$ cat config.mk
export PLATFORM = sky130hd
export DESIGN_NAME = dcb_deser_top
export DESIGN_NICKNAME = d
export VERILOG_FILES = /design/src/rtl/dcb_pkg.sv /design/src/rtl/dcb_lane_shifter.sv /design/src/rtl/dcb_lane_decode.sv /design/src/rtl/dcb_frame_ctrl.sv /design/src/rtl/dcb_deser_top.sv
export SDC_FILE = /design/constraint.sdc
export NUM_CORES = 1
export LEC_CHECK = 0
export BUFFER_PORTS_ARGS = -buffer_cell sky130_fd_sc_hd__clkbuf_2
export CAP_MARGIN = 20
export CORE_MARGIN = 1
export CORE_UTILIZATION = 40
export CTS_CLUSTER_SIZE = 40
export DETAILED_ROUTE_END_ITERATION = 12
export PLACE_DENSITY = 0.63
export SLEW_MARGIN = 20
export SYNTH_ARGS = -nofsm -noshare
export SYNTH_HDL_FRONTEND = slang
export SYNTH_HIERARCHICAL = 1
export SYNTH_SLANG_ARGS = --single-unit
$ cat constraint.sdc
create_clock -name clk -period 1.9 [get_ports clk]
set_clock_uncertainty 0.2 [all_clocks]
set_input_delay 0.095 -clock clk [delete_from_list [all_inputs] [get_ports clk]]
set_output_delay 0.095 -clock clk [all_outputs]
set_load 0.01 [all_outputs]
$ cat src/rtl/dcb_pkg.sv
package dcb_pkg;
    localparam int FLAG_W = 2;

    typedef enum logic [1:0] {
        FLAG_ZERO = 2'b00,
        FLAG_TRUE = 2'b01,
        FLAG_INV  = 2'b10,
        FLAG_ONES = 2'b11
    } flag_e;
endpackage

$ cat src/rtl/dcb_lane_shifter.sv
module dcb_lane_shifter #(
    parameter int GRP_W = 9
) (
    input  logic             clk,
    input  logic             rst_n,
    input  logic             bit_i,
    output logic [GRP_W-1:0] grp_o
);
    localparam int HIST_W = GRP_W - 1;

    logic [HIST_W-1:0] hist_d;
    logic [HIST_W-1:0] hist_q;

    // newest bit sits at the top; the oldest of the group at bit 0
    always_comb begin
        hist_d = {bit_i, hist_q[HIST_W-1:1]};
        grp_o  = {bit_i, hist_q};
    end

    always_ff @(posedge clk) begin
        if (!rst_n) hist_q <= '0;
        else        hist_q <= hist_d;
    end
endmodule

$ cat src/rtl/dcb_lane_decode.sv
module dcb_lane_decode
    import dcb_pkg::*;
#(
    parameter int DATA_W = 7
) (
    input  logic [DATA_W+FLAG_W-1:0] grp_i,
    input  logic                     bal_i,
    output logic [DATA_W-1:0]        data_o,
    output logic                     err_o
);
    flag_e pair;

    always_comb begin
        // first flag bit sent forms the pair MSB
        pair   = flag_e'({grp_i[DATA_W], grp_i[DATA_W+1]});
        data_o = grp_i[DATA_W+FLAG_W-1:FLAG_W];
        err_o  = 1'b0;
        if (bal_i) begin
            data_o = grp_i[DATA_W-1:0];
            case (pair)
                FLAG_INV:  data_o = ~grp_i[DATA_W-1:0];
                FLAG_TRUE: data_o = grp_i[DATA_W-1:0];
                default:   err_o  = 1'b1;
            endcase
        end
    end
endmodule

$ cat src/rtl/dcb_frame_ctrl.sv
module dcb_frame_ctrl (
    input  logic clk,
    input  logic rst_n,
    input  logic word_end_i,
    input  logic bal_pin_i,
    output logic bal_o,
    output logic accept_o
);
    typedef struct packed {
        logic bal;
        logic skip;
    } ctrl_s;

    ctrl_s st_d;
    ctrl_s st_q;

    always_comb begin
        st_d     = st_q;
        accept_o = word_end_i && !st_q.skip;
        if (word_end_i) begin
            st_d.skip = (bal_pin_i != st_q.bal);
            st_d.bal  = bal_pin_i;
        end
        bal_o = st_q.bal;
    end

    always_ff @(posedge clk) begin
        if (!rst_n) begin
            st_q.bal  <= 1'b0;
            st_q.skip <= 1'b1;
        end else begin
            st_q <= st_d;
        end
    end
endmodule

$ cat src/rtl/dcb_deser_top.sv
module dcb_deser_top
    import dcb_pkg::*;
#(
    parameter int LANES  = 3,
    parameter int DATA_W = 7
) (
    input  logic                    clk,
    input  logic                    rst_n,
    input  logic [LANES-1:0]        ser_in,
    input  logic                    word_end,
    input  logic                    bal_mode,
    input  logic                    strobe_fall,
    output logic [LANES*DATA_W-1:0] par_out,
    output logic [LANES-1:0]        code_err,
    output logic                    par_valid,
    output logic                    strb_out
);
    localparam int GRP_W = DATA_W + FLAG_W;
    localparam int BUS_W = LANES * DATA_W;

    typedef struct packed {
        logic [BUS_W-1:0] par;
        logic [LANES-1:0] err;
        logic             valid;
        logic             strb;
    } out_s;

    out_s             o_d;
    out_s             o_q;
    logic             cur_mode;
    logic             accept;
    logic [BUS_W-1:0] dec_word;
    logic [LANES-1:0] dec_err;

    dcb_frame_ctrl u_ctrl (
        .clk        (clk),
        .rst_n      (rst_n),
        .word_end_i (word_end),
        .bal_pin_i  (bal_mode),
        .bal_o      (cur_mode),
        .accept_o   (accept)
    );

    for (genvar l = 0; l < LANES; l++) begin : g_lane
        logic [GRP_W-1:0] grp;

        dcb_lane_shifter #(.GRP_W(GRP_W)) u_shift (
            .clk   (clk),
            .rst_n (rst_n),
            .bit_i (ser_in[l]),
            .grp_o (grp)
        );

        dcb_lane_decode #(.DATA_W(DATA_W)) u_dec (
            .grp_i  (grp),
            .bal_i  (cur_mode),
            .data_o (dec_word[l*DATA_W +: DATA_W]),
            .err_o  (dec_err[l])
        );
    end

    always_comb begin
        o_d       = o_q;
        o_d.valid = accept;
        o_d.strb  = o_q.valid;
        if (accept) begin
            o_d.par = dec_word;
            o_d.err = dec_err;
        end
    end

    always_ff @(posedge clk) begin
        if (!rst_n) o_q <= '0;
        else        o_q <= o_d;
    end

    assign par_out   = o_q.par;
    assign code_err  = o_q.err;
    assign par_valid = o_q.valid;
    assign strb_out  = o_q.strb ^ strobe_fall;
endmodule

### After elaboration in Yosys (flattened, before gate mapping)

Cells that the tools add are included.

| storage, ports and cells | value |
|---|---|
| input bits | 8 |
| word-level logic and storage cells | 37 |
| register bits after elaboration | 52 |

| cells by class | value |
|---|---|
| equality and inequality tests | 7 |
| muxes and demuxes | 12 |
| reduce and logical (&&, ||, !) cells | 5 |
| bitwise gates (word level) | 4 |

Operator list:

| kind | count |
|---|---|
| 2-to-1 mux 7 bit | 6 |
| inverter 7 bit | 3 |
| equality test 2 x 1 -> 1 bit (second input constant) | 3 |
| equality test 2 bit (second input constant) | 3 |
| 2-to-1 mux 1 bit | 6 |
| OR reduction 2 bit | 3 |
| logical AND 1 bit | 1 |
| zero test 1 bit | 1 |
| != test 1 bit | 1 |
| XOR 1 bit | 1 |

### Longest topological paths before layout

| logic depth | value |
|---|---|
| depth in word-level cells | 4 |
| depth in mapped cells | 8 |
| mapped depth without buffers | 6 |

### Hierarchy

The synthesis kept the hierarchy.

Modules (own cells, without submodules):

| module | cells each | times used | area each (µm²) |
|---|---|---|---|
| dcb_deser_top | 106 | 1 | 1171.1 |
| dcb_lane_shifter | 17 | 3 | 217.7 |
| dcb_lane_decode | 26 | 3 | 168.9 |
| dcb_frame_ctrl | 8 | 1 | 85.1 |

### Worst setup path before layout

OpenSTA, ideal clock, no wires.

| path | value |
|---|---|
| kind | reg2reg |
| start point | register u_ctrl.st_q (netlist bit u_ctrl/bal_o) |
| end point | register o_q (netlist bit par_out[1]) |
| clock period less this slack | 1.395 ns |
| library setup time | 0.065 ns |
| buffers on the path | 1 |
| data required time | 1.635 ns |
| data arrival time | 1.130 ns |
| path slack | 0.505 ns |
| stages on the path, launching flop included | 6 |
| cell sequence | dfxtp_1 -> buf_6 -> nor2_1 -> a21oi_1 -> mux2i_1 -> nor2b_1 |

| between the ends | value |
|---|---|
| longest elaborated chain between the ends | 1 |

RTL lines:

| item | RTL line | text |
|---|---|---|
| start: declaration | dcb_frame_ctrl.sv:15 | `ctrl_s st_q;` |
| start signal: assignment | dcb_frame_ctrl.sv:32 | `st_q <= st_d;` |
| 2-to-1 mux 7 bit | dcb_lane_decode.sv:18 | `if (bal_i) begin` |
| named net dec_word[1] | dcb_deser_top.sv:32 | `logic [BUS_W-1:0] dec_word;` |
| end signal: assignment | dcb_deser_top.sv:73 | `if (!rst_n) o_q <= '0;` |
| end signal: assignment | dcb_deser_top.sv:74 | `else o_q <= o_d;` |
| end: declaration | dcb_deser_top.sv:29 | `out_s o_q;` |

The timed path passes the listed nets, and every way through them passes these cells.
A chain may end at the register's enable or synchronous reset.

### Worst setup path in the final report

| path | value |
|---|---|
| start point | register u_ctrl.st_q (netlist bit u_ctrl/bal_o) |
| end point | register u_ctrl/st_q[0] (netlist bit) |

| between the ends | value |
|---|---|
| longest elaborated chain between the ends | 1 |

RTL lines:

| item | RTL line | text |
|---|---|---|
| != test 1 bit | dcb_frame_ctrl.sv:21 | `st_d.skip = (bal_pin_i != st_q.bal);` |

Every way passes these cells.

==> summary.txt <==
Yosys
  – Post-Syn Instances: between 200 and 250
  – Post-Syn Area per Cell: about 9.9 um^2
  – Synth area leaders: dfxtp_1 (43%), mux2i_1 (10%), buf_4 (8.4%)
  – Mapped cell area: 0.00242 mm^2
  – Synth unique cells: 17
  – Ys Warns: 6
  – Synth Net Count: ~250
  – Share of the synthesized area in the top cell type: between 40% and 50%
  – Sequential area share after synthesis: between 40% and 50%
  – Flops & latches, synth: 52
  – Area leader, netlist: dfxtp_1

STA
  – RSZ-0062 raised after global routing: false
  – Setup violators final: 0
  – Relative slew slack: a little under three quarters
  – Slew @ Worst Pin: between 0.4 and 0.5 ns
  – Post-route clock period utilization: between 80% and 90%
  – Slew Viols, Final: 0
  – Setup TNS Final: 0 ns
  – F_max: slightly below 0.6 GHz
  – Crit path time final: between 1.5 and 2 ns
  – Fin. Hold Viols: 0

GRT
  – Gr usage total: about an eighth
  – Largest net degree at the start of global routing: 29
  – First-pass GRT wire length: roughly 6000 um
  – Total global routing overflow: 0
  – Via count of the first global-routing pass: 1,342
  – Initial antenna violation count: 0

Flow run
  – Max_cap viols: 0

Power
  – Pleak: 0.971 nW
  – Ratio of total power to cell area: ~770 mW/mm^2
  – Max IR drop VDD: 323 uV
  – Total Power: slightly below 2 mW

Floorplanning
  – Initial Util: 42.6%
  – Core area: about 0.0057 mm^2
  – Die ar.: roughly 0.0064 mm^2
  – Num ports: 34
  – # rows: 27
  – Chip Width: 79.7 um
  – Die height: ~80 um

CTS
  – Clock sinks: 52
  – H-tree depth: 2
  – Clock latency on the worst-skew pair: approximately 0.30 ns
  – Post-CTS resize count: 0
  – Setup bufs post-CTS: 0
  – Clock Path Buffers: 2
  – CTS Buf Count: 5
  – TritonCTS clock tree: done
  – CTS root buf: clkbuf_8
  – Clock slew at reported path FFs: 0.09 ns

Detailed routing
  – Final wirelength: 3590 um
  – Initial DRC Count: 71
  – Remaining DRCs: 0
  – Via density: between 4 and 5
  – M1 WL: 1720 um
  – Final ANT Viol Nets: 0
  – DR pass1 iterations: 3
  – Met3 Wirelength: 126 um
  – WL met2: roughly 1700 um
  – Routed wire per std cell: between 10 and 15 um
  – DR top layer: met4
  – Vias: approximately 1.4k

Layout
  – Layout cell share with drive strength beyond 1: 19.1%
  – Sequential cell area: approximately 0.0010 mm^2
  – ANT cells: 0
  – Area occupied by multi-input gates: between 0.001 and 0.0015 mm^2
  – Fill count: between 500 and 600
  – Area grow syn2layout: 4.66%
  – Most frequent cells in the layout: dfxtp_1 (52), clkbuf_2 (33), and2_1 (26)
  – Fin nets: about 270
  – Commonest non-fill, non-tap cell in the layout: dfxtp_1

Critical path
  – Critical Path Source Type: flip-flop
  – Reg2reg setup slack: around 0.21 ns
  – CP endpoint kind: flip-flop
  – CP arrival: 1.69 ns
  – Crit path kind: flip-flop to flip-flop
  – CP required: around 1.9 ns
  – CP max FO: 23

Placement
  – I/O Buffers: 33
  – Gpl congestion: 0.680
  – DP HPWL: 2450 um

Outcome
  – Status: complete, no violations

Min path
  – HP Class: primary input to flip-flop
[worst max-delay path: stages, from the launching register on]
cell,delay (ns)
dfxtp_1,0.34
buf_4,0.25
xnor2_1,0.15
a31oi_1,0.09
dlygate4sd3_1,0.57
[layer usage]
metal  vias to the layer above  track usage (%)
met1                       644             15.4
li1                        772                -
met3                         6             3.77
met2                        19             19.6
met4                         0             6.00
met5                         -                0
[cell families after synthesis]
group           Yosys count  share of synthesized area, %
flops                    52                          43.1
fa+ha+maj                 3                          1.55
xor+xnor                 23                          8.34
buf+inv                  41                          14.1
compound gates           22                          4.61
simple gates             77                          18.0
mux                      25                          10.4
[synth_stat cells, drive strengths merged]
master and count:
clkbuf 2, xnor2 22, xor2 1, and2 29, a31oi 1, dfxtp 52, buf 36, inv 3
mux2i 25, nor2b 26, nor2 21, ha 3, nor3b 1, a21oi 21
[layout make-up]
class	count	area share [%]
Sequential cell	52	41.2
Timing Repair Buffer	44	10.4
Multi-Input combinational cell	150	41.2
Clock inverter	2	0.495
Clock buffer	5	2.72
Tap cell	72	3.56
Inverter	3	0.445
[sequential cells by signal, indices dropped and copies added, names as in the netlist]
name and cells:
u_ctrl/bal_o 1, code_err 3, g_lane.u_shift/hist_q 24, par_out 21, u_ctrl/st_q 1, par_valid 1, o_q 1
[metrics by stage]
| step | hold slack [ns] | area, um^2 | util (%) | setup slack, ns | instances |
|---|---|---|---|---|---|
| floorplan | 0.00282 | 2420 | - | 0.505 | 243 |
| global placement | 0.148 | 2390 | 42.1 | 0.357 | 315 |
| detailed placement | 0.146 | 2390 | 42.1 | 0.364 | 315 |
| CTS | 0.150 | 2530 | 44.6 | 0.201 | 328 |
| global route | 0.188 | 2530 | 44.6 | 0.105 | 328 |
| finish | 0.142 | 2530 | 44.6 | 0.207 | 328 |
[report_power, final]
group	switching, mW	internal (mW)
combinational	0.0993	0.0999
clock	0.363	0.250
sequential	0.0153	1.11
total	0.478	1.46
[path summary, 6_finish.rpt]
check / start / end / depth (start not counted)
max: u_ctrl/bal_o$_SDFFE_PN0P_ / u_ctrl/st_q[0]$_SDFFE_PN1P_ / 4
min: rst_n / u_ctrl/bal_o$_SDFFE_PN0P_ / 2
max reg2reg: u_ctrl/bal_o$_SDFFE_PN0P_ / u_ctrl/st_q[0]$_SDFFE_PN1P_ / 4
min reg2reg: par_valid$_SDFF_PN0_ / o_q[0]$_SDFF_PN0_ / 1
[timing repair]
action,in CTS,in global routing
hold buffers,6,0
setup endpoints to repair,0,0
hold endpoints to repair,5,0
(Power assumes the default switching activity.)
